[config.mk]
export PLATFORM = sky130hd
export DESIGN_NAME = lsu_exec
export DESIGN_NICKNAME = d
export VERILOG_FILES = /design/src/rtl/lsu_exec.sv
export SDC_FILE = /design/constraint.sdc
export NUM_CORES = 1
export LEC_CHECK = 0
export ABC_AREA = 1
export BUFFER_PORTS_ARGS = -buffer_cell sky130_fd_sc_hd__buf_2
export CORE_AREA = 2 2 120 122
export DETAILED_ROUTE_END_ITERATION = 10
export DIE_AREA = 0 0 122 124
export PLACE_DENSITY = 0.68
export REMOVE_ABC_BUFFERS = 1
export SLEW_MARGIN = 20
export SYNTH_ARGS = -nofsm -noshare
export SYNTH_HDL_FRONTEND = slang
export SYNTH_SLANG_ARGS = --single-unit
[constraint.sdc]
create_clock -name clk -period 2.8 [get_ports clk]
set_input_delay 0.56 -clock clk [delete_from_list [all_inputs] [get_ports clk]]
set_output_delay 0.56 -clock clk [all_outputs]
set_load 0.01 [all_outputs]
[src/rtl/lsu_exec.sv]
module lsu_exec #(
  parameter int OFS_W = 20
) (
  input  logic        clk,
  input  logic        rst_n,
  input  logic        ins_valid,
  input  logic [31:0] ins_word,
  output logic [3:0]  base_sel,
  output logic [3:0]  data_sel,
  input  logic [31:0] base_val,
  input  logic [31:0] src_val,
  output logic [29:0] acc_word,
  output logic        mem_re,
  output logic        mem_we,
  output logic [31:0] mem_wdata,
  input  logic [31:0] mem_rdata,
  output logic        io_re,
  output logic        io_we,
  output logic [31:0] io_wdata,
  input  logic [31:0] io_rdata,
  output logic        wb_en,
  output logic [3:0]  wb_dest,
  output logic [31:0] wb_data,
  output logic        flag_n,
  output logic        flag_z
);
  localparam int EXT_W = 32 - OFS_W;
  localparam int ST_BIT = 29;

  logic [31:0] offset, byte_addr;
  logic        is_store, to_io, do_load;

  assign base_sel  = ins_word[23:20];
  assign data_sel  = ins_word[27:24];
  assign offset    = {{EXT_W{ins_word[OFS_W-1]}}, ins_word[OFS_W-1:0]};
  assign byte_addr = base_val + offset;
  assign acc_word  = byte_addr[31:2];
  assign is_store  = ins_word[ST_BIT];
  assign to_io     = byte_addr[31];
  assign do_load   = ins_valid && !is_store;

  assign mem_re    = do_load && !to_io;
  assign io_re     = do_load && to_io;
  assign mem_we    = ins_valid && is_store && !to_io;
  assign io_we     = ins_valid && is_store && to_io;
  assign mem_wdata = src_val;
  assign io_wdata  = src_val;

  assign wb_en     = do_load;
  assign wb_dest   = data_sel;
  assign wb_data   = to_io ? io_rdata : mem_rdata;

  always_ff @(posedge clk or negedge rst_n) begin
    if (!rst_n) begin
      flag_n <= 1'b0;
      flag_z <= 1'b0;
    end else if (do_load) begin
      flag_n <= wb_data[31];
      flag_z <= (wb_data == 32'd0);
    end
  end
endmodule

==> results of run 1 <==
cell families (layout without fill, tap and decap cells):
kind of cell | count (synthesis) | after routing | synth area share (%)
simple gates | 256 | 263 | 35.2
buf+inv | 184 | 473 | 31.1
compound gates | 64 | 64 | 12.7
fa+ha+maj | 30 | 30 | 11.3
xor+xnor | 29 | 29 | 8.19
flops | 2 | 2 | 1.50
other cells | 0 | 1 | 0
area by class of cell:
class                           count  area, um2
Inverter                          103        387
Timing Repair Buffer              367       2760
Multi-Input combinational cell    386       3560
Antenna cell                        1       2.50
Tap cell                          180        225
Fill cell                        1209       6660
Sequential cell                     2       50.0
Clock buffer                        3       75.1
per-stage QoR:
stage          setup slack (ns)  util (%)  hold WS (ns)  instance area, um2  TNS, ns
6_report                 -0.335      51.4         0.129                7060    -8.84
5_1_grt                  -0.414      51.4         0.125                7060   -13.48
4_1_cts                  -0.178      45.7         0.119                6270    -5.67
3_5_place_dp             -0.482      34.6         0.347                4750   -17.67
3_3_place_gp             -0.408      34.6         0.346                4750   -16.11
2_1_floorplan            -0.156         -         0.264                2680   -0.211
worst min path at each step:
stage	startpoint	end	slack [ns]	depth (start not counted)
after global routing	rst_n	flag_n	0.13	1
after CTS	rst_n	flag_n	0.12	1
final	rst_n	flag_z	0.13	1
after global placement	rst_n	flag_z	0.35	1
after floorplan	rst_n	flag_n	0.26	0
after detailed placement	rst_n	flag_z	0.35	1
worst max-delay path, stage by stage:
cell	delay, ns
buf_16	0.13
ha_4	0.30
nand2_4	0.06
nor2_4	0.13
nand2_2	0.08
nor3b_4	0.30
nand2_8	0.10
nand3_4	0.08
buf_12	0.15
buf_8	0.14
nand2_8	0.08
nand2_2	0.15
o21ai_4	0.10
inv_1	0.07
buf_2	0.12
metal layers:
layer	share of wire (%)	track usage (%)
met1	32	22.3
met3	15	13.1
met5	0.25	4.86
met2	48	39.7
met4	5.3	9.12
what timing repair did:
| item | 4_1_cts | 5_1_grt |
|---|---|---|
| buffers inserted | 41 | 24 |
| pin swaps | 72 | 91 |
| setup endpoints to repair | 55 | 56 |
| gates cloned | 8 | 0 |
| resized for setup | 185 | 151 |
synth_stat cells, types with 5 or more instances:
cell type  instances
xor2_1            19
nand2_4            5
nand2_2           12
inv_1             99
a21oi_1           24
nor2_1            40
xnor2_1            9
o21ai_0            8
buf_4             76
o21ai_2           10
nor3_1             6
ha_1              30
nand2_1          161
nand3_1           19
report_power, final:
group          internal [mW]  switching [mW]  total (mW)
combinational           1.08            1.08        2.16
sequential            0.0318         0.00190      0.0337
clock                  0.182          0.0353       0.217
total                   1.29            1.12        2.41
state kept, by name, summed over array words and instances, names as in the netlist:
register  count
flag_z        1
flag_n        1
placed cells by master (no fill, tap or decap), types with 3 or more instances in the layout:
cell,synthesis,routed
o21a_1,3,3
a21o_1,3,3
a21oi_1,24,11
ha_4,0,30
nor2_2,1,5
xor2_1,19,15
nand2_4,5,35
a21oi_4,1,6
o21ai_2,10,6
inv_1,99,81
nor3_1,6,3
nor2_4,1,3
inv_2,4,22
a21oi_2,3,11
nand2_8,3,13
buf_8,1,5
o21ai_4,0,7
buf_12,2,8
clkbuf_16,0,3
o21ai_0,8,5
nand2_1,161,67
nand2_2,12,73
xnor2_1,9,7
nand3_1,19,15
xor2_2,0,3
nor3_4,0,3
buf_4,76,144
nand3_2,1,4
buf_6,2,56
buf_2,0,152
nor2_1,40,34
==> metrics.md, run 1 <==
| Metric | Value |
|---|---|
| Measured slew at the worst slew-check pin | between 0.3 and 0.4 ns |
| Failing checks | negative setup slack |
| Final setup viols | between 50 and 60 |
| Achievable Freq | 319 MHz |
| Kind of critical path | input pin to output pin |
| Routability cong. | 1.02 |
| CP Launch Point | ins_word[19] |
| CP endpoint kind | output pin |
| Syn Std Cell Area | around 0.0033 mm2 |
| Clk slew on worst S/H paths | about 0.030 ns |
| Clock Latency Late Sink | between 0.2 and 0.25 ns |
| I/O pin total | ~300 |
| # rows | 43 |
| CP endpoint | wb_data[24] |
| First-pass GRT wire length | approximately 26000 um |
| PwrDens | 342 mW/mm2 |
| Yosys warning count | 0 |
| Num Clock Sinks | 2 |
| Clk root buf | clkbuf_16 |
| H-tree Lvls | 1 |
| Post-Place Cells | 972 |
| Crit path DAT | around 2.6 ns |
| TritonCTS Buffers | 3 |
| Core area | between 0.01 and 0.015 mm2 |
| Area Overhead vs Synth | 112% |
| Vias in the first global route | about 4700 |
| Reg2Reg Depth | 2 |
| Register area share after synthesis | approximately 1.5% |
| Hold/Removal Path Class | input pin to asynchronous set/reset pin |
| Data required time at the worst endpoint | about 2.2 ns |
| Max-cap viol count | 0 |
| Initial DRC Count | 314 |
| IO Port Bufs | approximately 190 |
| Antenna Nets Post-Route | 0 |
| Worst slew margin | about three quarters |
| RSZ-0062 raised after global routing | true |
| Initial Util | between 20 and 25% |
| R2R Path End | flag_n |
| CP startpoint kind | input pin |
| Area leader, netlist | nand2_1 |
| Initial antenna violation count | 1 |
| Worst Path Max Fanout | 7 |
| Vias | roughly 4900 |
| Period utilization | 112% |
| Chip height | 124 um |
| Total leakage power | between 3 and 4 nW |
| Yosys top cell area share | roughly 18% |
| Number of remaining DRC errors | 0 |
| Pwr Total | 2.41 mW |
| Hpwl dp | about 13000 um |
| DR vias/cell | about 4.7 |
| Minimum clock period | roughly 3.1 ns |
| Synth Instances | about 570 |
| Clock buffer depth | 2 |
| Largest net degree at the start of global routing | 11 |
| First-pass DRT Iterations | 6 |
| Die width | around 120 um |
| Hold Vio Cnt, Final | 0 |
| Die area | 0.0151 mm2 |
| Most used DFF post-synth | dfrtp_1 |
| Outcome | finished with violations |
| Reg2reg setup slack | around 2.1 ns |
| Max-slew violations | 0 |
| Non-Filler Instances | about 1000 |
| Synth top area cells | nand2_1 (18%), buf_4 (17%), ha_1 (11%) |
| Total Routing Usage GR | between 20% and 30% |
| Post-synth EDFFs | 0 |
| Clk_skew | 0 ns |
| FF+latch count, synth | 2 |
| Setup ws final | -0.335 ns |
| CTS tree | yes |
| FFs w/ async S/R, synth | 100% |
| Layout cells sized above 1 | between 70% and 80% |
| Hold_buf cts | 0 |
| Syn avg cell area | just under 6 um2 |
| Worst vdd ir | about 0.00019 V |
| R2r startpoint | flag_n |
| Final #Nets | between 1000 and 1500 |
| Synth unique cells | 40 |
| Final WL | 20800 um |
| Drt wl/cell | around 20 um |
| Total gr overflow | 0 |
Power figures use the tool's default switching activity.
==> run 2: changes to the inputs <==
- ABC_AREA: 1 -> default
- CAP_MARGIN: default -> 15
- PLACE_DENSITY: 0.68 -> 0.63
==> run 2 against run 1 <==
Against the previous run: the flow still finishes with violations (negative setup slack); sequential share of layout area increased by 0.34 points; setup slack worse by 0.36 ns; die area unchanged; first-iteration DRC count fell by 75%; fmax fell by 10%; critical path type unchanged.
==> metrics.md, run 2 <==
| Metric | Value |
|---|---|
| Most common cell after layout, fill and taps aside | buf_2 |
| First-pass DRT Iterations | 4 (-2) |
| Post-synth EDFFs | 0 (unchanged) |
| TritonCTS Buffers | 3 (unchanged) |
| Initial Util | 19.6% (-4.7 points) |
| Antenna Nets Post-Route | 0 (unchanged) |
| Top delay family on crit path | compound AO/OA/AOI/OAI gates |
| Routability cong. | 0.824 (-19%) |
| Kind of critical path | input pin to output pin |
| Initial DRC Count | 77 (-75%) |
| Setup ws final | -0.695 ns (-0.360 ns) |
| Post-synthesis simple-gate area fraction | 17.3% (-18 points) |
| Largest net degree at the start of global routing | 12 (+1) |
| # rows | 43 (unchanged) |
| Clock Latency Late Sink | 0.22 ns (about the same) |
| FFs w/ async S/R, synth | 100% (unchanged) |
| Vias in the first global route | 3199 (-32%) |
| Worst slew margin | 72.2% (-3.3 points) |
| Measured slew at the worst slew-check pin | 0.413 ns (+0.0478 ns) |
| Initial antenna violation count | 0 (-1) |
| CP max-delay cell | a2111o_1 |
| RSZ-0062 raised after global routing | true |
| Hold/Removal Path Class | input pin to asynchronous set/reset pin |
| Top cells by count, synth | buf_4 (76), ha_1 (30), a21oi_1 (22) |
| FF+latch count, synth | 2 (unchanged) |
| Clock buffer depth | 2 (unchanged) |
| Num Clock Sinks | 2 (unchanged) |
| PwrDens | 356 mW/mm2 (+4.3%) |
| Synth Area in Adders | 13.9% (+2.7 points) |
| Crit path DAT | 2.94 ns (+0.36 ns) |
| Final setup viols | 53 (unchanged) |
| Final #Nets | 732 (-31%) |
| Worst Path Max Fanout | 11 (+4) |
| DR vias/cell | 4.54 (-4.4%) |
| Most used DFF post-synth | dfrtp_1 |
| Total Routing Usage GR | 15.8% (-7.1 points) |
| First-pass GRT wire length | 18200 um (-30%) |
| H-tree Lvls | 1 (unchanged) |
| Total leakage power | 2.36 nW (-37%) |
| Clk root buf | clkbuf_16 |
| Mux cell area share after synthesis | 16.5% (+16 points) |
| Largest family of logic cells by synthesized area | buffers and inverters |
| Hpwl dp | 10900 um (-19%) |
| Final WL | 13300 um (-36%) |
| Layout cells sized above 1 | 68.7% (-1.7 points) |
| Core area | 0.0137 mm2 (unchanged) |
| Minimum clock period | 3.50 ns (+0.360 ns) |
| Period utilization | 125% (+13 points) |
| CP endpoint kind | output pin |
| Total gr overflow | 0 (unchanged) |
| Most frequent cells in the layout | buf_2 (147), buf_4 (77), buf_6 (51), mux2_4 (24), ha_1 (18) |
| IO Port Bufs | 188 (unchanged) |
| Failing checks | negative setup slack |
| Post-Synth XOR/XNOR Area | 8.79% (+0.59 points) |
| Yosys top cell area share | 21.2% (+3.0 points) |
| Yosys warning count | 0 (unchanged) |
| Max-cap viol count | 0 (unchanged) |
| Fin util | 34.7% (-17 points) |
| Die area | 0.0151 mm2 (unchanged) |
| Synth unique cells | 47 (+18%) |
| Area leader, netlist | buf_4 |
| Number of remaining DRC errors | 0 (unchanged) |
| Hold_buf cts | 0 (unchanged) |
| Syn Std Cell Area | 0.00269 mm2 (-19%) |
| Clk slew on worst S/H paths | 0.03 ns (about the same) |
| Synth Area in Compound Gates | 17.6% (+4.8 points) |
| Area Overhead vs Synth | 77.1% |
| Syn avg cell area | 8.01 um2 (+36%) |
| Chip height | 124 um (unchanged) |
| Die width | 122 um (unchanged) |
| Cell with the most instances after synthesis | buf_4 |
| Top Registers | flag_n (1), flag_z (1) |
| Data required time at the worst endpoint | 2.24 ns (about the same) |
| Drt wl/cell | 18.6 um (-7.0%) |
| CP bufs+invs | 4 (-1) |
| CP most frequent cell | buf_6 |
| Ant. Diodes | 0 (-1) |
| Synth top area cells | buf_4 (21%), ha_1 (14%), mux2_4 (7.8%) |
| Post-Place Setup Slack | -0.925 ns (-0.443 ns) |
| Achievable Freq | 286 MHz (-10%) |
| Outcome | finished with violations |
| Worst vdd ir | 0.000180 V (-6.5%) |
| CTS tree | yes |
| Register area share after synthesis | 1.86% (+0.36 points) |
| Clk_skew | 0 ns (unchanged) |
| CP Cell Sequence | buf_6, ha_4, a2111o_1, o2111ai_2, a31o_4, a211oi_4, o21a_4, o21ai_4, xnor2_4, buf_6, buf_12, mux2_2, buf_6 |
| Slowest stage delay, CP | 0.38 ns (+0.08 ns) |
| I/O pin total | 308 (unchanged) |
| Synth Instances | 336 (-41%) |
| Vias | 3253 (-34%) |
| Hold Vio Cnt, Final | 0 (unchanged) |
| CP startpoint kind | input pin |
| Max-slew violations | 0 (unchanged) |
==> run 2: cell count changes after synthesis, sizes merged, moves of 15 or more <==
cell	before	now
nand2	181	15
inv	103	7
mux2	0	32
nor2	42	16
nand3	21	5
nor4	1	16
==> run 2: path summary, 6_finish.rpt <==
kind / start / end / slack (ns) / depth (start not counted)
max in group asynchronous: rst_n / flag_n / 2.58 / 1
worst min-delay path: rst_n / flag_z / 0.12 / 1
worst max-delay path: ins_word[8] / wb_data[16] / -0.70 / 13
worst max register to register: flag_z / flag_z / 2.07 / 2
min in group clk: flag_n / flag_n / 0.51 / 2
worst min register to register: flag_n / flag_n / 0.51 / 2
==> run 2: metrics by stage <==
step / power [mW] / area [um2] / TNS, ns / instances / hold WS [ns]
floorplan: 0.622 / 2070 / -95.78 / 255 / 0.264
CTS: 1.63 / 4600 / -30.96 / 714 / 0.125
global route: 1.82 / 4770 / -33.90 / 717 / 0.129
detailed placement: 1.12 / 3820 / -39.84 / 697 / 0.356
finish: 1.70 / 4770 / -28.93 / 717 / 0.124
global placement: 1.11 / 3820 / -37.73 / 697 / 0.353
==> run 2: layout make-up <==
type                    count  area, um2
clock buffers               3       75.1
fillers                  1433       8950
inverters                   7       26.3
multi-input cells         246       2410
flip-flops and latches      2       50.0
well taps                 180        225
repair buffers            279       1980
==> run 2: logic make-up (layout without fill, tap and decap cells) <==
kind of cell	count (synthesis)	in the layout
XOR/XNOR	27	27
adder cells (fa/ha/maj)	30	30
AO/OA/AOI/OAI	67	67
AND/OR/NAND/NOR	87	87
multiplexers	35	35
buffers and inverters	88	289
flip-flops	2	2
==> run 2: routing by layer <==
| layer | vias to the layer above | GRT usage (%) | part of all wire, % |
|---|---|---|---|
| li1 | 1557 | - | - |
| met1 | 1481 | 18.9 | 39 |
| met2 | 199 | 22.9 | 43 |
| met3 | 10 | 11.3 | 16 |
| met4 | 6 | 1.51 | 0.38 |
| met5 | - | 9.38 | 1.4 |
==> run 2: timing repair <==
| item | CTS | global route |
|---|---|---|
| setup endpoints to repair | 57 | 58 |
| endpoints found under the hold margin | 0 | 0 |
| cloned | 2 | 0 |
| setup buffers | 13 | 5 |
| gates resized for setup | 101 | 32 |
| pin swaps | 32 | 27 |
==> run 2: power breakdown <==
group          switching (mW)  internal [mW]  total, mW
logic                   0.619          0.832       1.45
clock network          0.0316          0.182      0.213
registers             0.00198         0.0326     0.0346
==> run 3: changes to the inputs <==
==> constraint.sdc (replaced) <==
create_clock -name clk -period 2.8 [get_ports clk]
set_input_delay 0 -clock clk [delete_from_list [all_inputs] [get_ports clk]]
set_output_delay 0 -clock clk [all_outputs]
set_load 0.01 [all_outputs]
==> run 3 against run 2 <==
Against the previous run: the flow now finishes without violations; setup slack gained 0.86 ns; register-to-register slack worse by 0.04 ns; design area shrank 29%; sequential share of layout area increased by 0.43 points.
==> metrics.md, run 3 (synthesized netlist as in run 2, its figures left out) <==
| Metric | Value |
|---|---|
| Outcome | complete, no violations |
| Measured slew at the worst slew-check pin | 0.504 ns (+0.0908 ns) |
| Post-Place Setup Slack | 0.146 ns (+1.07 ns) |
| Non-Filler Instances | 631 (-12%) |
| Hold Vio Cnt, Final | 0 (unchanged) |
| Initial antenna violation count | 0 (unchanged) |
| R2r startpoint | flag_z |
| Period utilization | 94.2% (-31 points) |
| Hold path depth | 0 |
| Fin util | 24.6% (-10 points) |
| Clock Latency Late Sink | 0.22 ns (about the same) |
| CP most frequent cell | buf_2 |
| Final WL | 11400 um (-14%) |
| Vias | 2852 (-12%) |
| First-pass GRT wire length | 15600 um (-15%) |
| Clk_skew | 0 ns (unchanged) |
| # rows | 43 (unchanged) |
| Die width | 122 um (unchanged) |
| Data required time at the worst endpoint | 2.80 ns (+0.56 ns) |
| Total gr overflow | 0 (unchanged) |
| CP endpoint kind | output pin |
| Routability cong. | 0.827 (+0.39%) |
| HP Start | ins_word[23] |
| Core area | 0.0137 mm2 (unchanged) |
| Worst vdd ir | 0.000128 V (-29%) |
| CTS tree | yes |
| Setup tns final | 0 ns (+28.93 ns) |
| First-pass DRT Iterations | 4 (unchanged) |
| Total Routing Usage GR | 13.6% (-2.2 points) |
| Initial DRC Count | 145 (+88%) |
| Post-Place Cells | 627 (-10%) |
| Final non-filler cell area | 0.00338 mm2 (-29%) |
| Die area | 0.0151 mm2 (unchanged) |
| Pwr Total | 1.19 mW (-30%) |
| Worst Path Max Fanout | 38 (+27) |
| Kind of critical path | input pin to output pin |
| Fin Hold WS | 0.0000131 ns (-0.124 ns) |
| Largest net degree at the start of global routing | 39 (+27) |
| Clk root buf | clkbuf_16 |
| Minimum clock period | 2.64 ns (-0.856 ns) |
| Final #Nets | 646 (-12%) |
| Worst slew margin | 66.2% (-6.0 points) |
| Layout cells sized above 1 | 52.3% (-16 points) |
| Hold worst-path end | base_sel[3] |
| Setup ws final | 0.161 ns (+0.856 ns) |
| Vias in the first global route | 2612 (-18%) |
| Hpwl dp | 10200 um (-6.0%) |
| Ant. Diodes | 0 (unchanged) |
| Sw frac | 42.6% (+4.2 points) |
| I/O pin total | 308 (unchanged) |
| Crit path DAT | 2.64 ns (-0.30 ns) |
| TritonCTS Buffers | 3 (unchanged) |
| Internal Dissipation | 683 uW (-35%) |
| Drt wl/cell | 18.1 um (-2.3%) |
| Antenna Nets Post-Route | 0 (unchanged) |
| Top Registers | flag_n (1), flag_z (1) |
| Dpl cell area | 0.00329 mm2 (-14%) |
| RSZ-0062 raised after global routing | false |
| Clock power share | 17.9% (+5.4 points) |
| Most common cell after layout, fill and taps aside | buf_2 |
| PwrDens | 352 mW/mm2 (-1.1%) |
| R2R Path End | flag_z |
| Most frequent cells in the layout | buf_2 (188), ha_1 (30), a21oi_1 (22), mux2_2 (18) |
| CP max-delay cell | a2111o_1 |
| H-tree Lvls | 1 (unchanged) |
| Total leakage power | 1.75 nW (-26%) |
| Register share of total power | 2.9% (+0.9 points) |
| Number of remaining DRC errors | 0 (unchanged) |
| Clock buffer depth | 2 (unchanged) |
| Reg2reg setup slack | 2.03 ns (-0.04 ns) |
| Final setup viols | 0 (-100%) |
| Hold/Removal Path Class | input pin to output pin |
| Max-slew violations | 0 (unchanged) |
| CP Cell Sequence | buf_2, ha_1, a2111o_1, o2111ai_2, a31o_4, a211oi_2, o21a_4, o21ai_4, xnor2_2, buf_12, mux2_2, buf_2 |
| CP startpoint kind | input pin |
| Chip height | 124 um (unchanged) |
| Max-cap viol count | 0 (unchanged) |
| Initial Util | 19.6% (unchanged) |
| Combinational Power Share | 79.2% (-6.2 points) |
| DR vias/cell | 4.52 (-0.38%) |
| Achievable Freq | 379 MHz (+32%) |
| Switch Pwr | 507 uW (-22%) |
| Area Overhead vs Synth | 25.5% |
| Reg2Reg Depth | 2 (unchanged) |
| Num Clock Sinks | 2 (unchanged) |
| Slowest stage delay, CP | 0.41 ns (+0.03 ns) |
| IO Port Bufs | 188 (unchanged) |
run 3: cell types whose count changed in the layout (fill, tap and decap cells not counted), sizes merged:
cell         change
buf             -87
dlygate4sd3      +1
run 3: area by class of cell:
type / count / area [um2]
clock buffers: 3 / 75.1
multi-input cells: 246 / 2010
inverters: 7 / 26.3
well taps: 180 / 225
flip-flops and latches: 2 / 50.0
fillers: 1495 / 10300
repair buffers: 193 / 993
run 3: worst max-delay path: cells and delay by family:
family / cells / cell delay [ns]
XOR/XNOR: 1 / 0.16
buffers and inverters: 3 / 0.50
adder cells (fa/ha/maj): 1 / 0.38
multiplexers: 1 / 0.37
AO/OA/AOI/OAI: 6 / 1.20
run 3: repair_timing:
item                                   in CTS  in global routing
setup buffers                               0                  0
gates resized for setup                     0                  1
endpoints found under the hold margin       2                  0
setup endpoints to repair                   0                 19
hold buffers                                1                  0
run 3: metal layers:
layer  GRT usage, %  wire, um  up-vias
met4           2.16        92        4
met5           8.33       126        -
met1           15.8      4400     1229
li1               -         -     1393
met3           13.3      2450       12
met2           17.3      4380      214
run 3: worst max-delay path by stage:
stage                     slack (ns)  cells after the start            to    startpoint
after floorplan                -1.41                      9    wb_data[0]   ins_word[8]
after global placement          0.19                     12   wb_data[17]   ins_word[8]
after detailed placement        0.15                     12   wb_data[11]   ins_word[8]
after CTS                       0.14                     12   wb_data[11]   ins_word[8]
after global routing           0.006                     12  acc_word[28]  ins_word[19]
final                           0.16                     12   wb_data[11]   ins_word[8]
run 3: power groups by stage:
stage	logic, mW	registers (mW)	clock network [mW]
2_1_floorplan	0.586	0.0363	0
4_1_cts	0.952	0.0344	0.218
6_report	0.943	0.0342	0.214
5_1_grt	1.04	0.0346	0.221
3_5_place_dp	0.946	0.0347	0
3_3_place_gp	0.942	0.0344	0
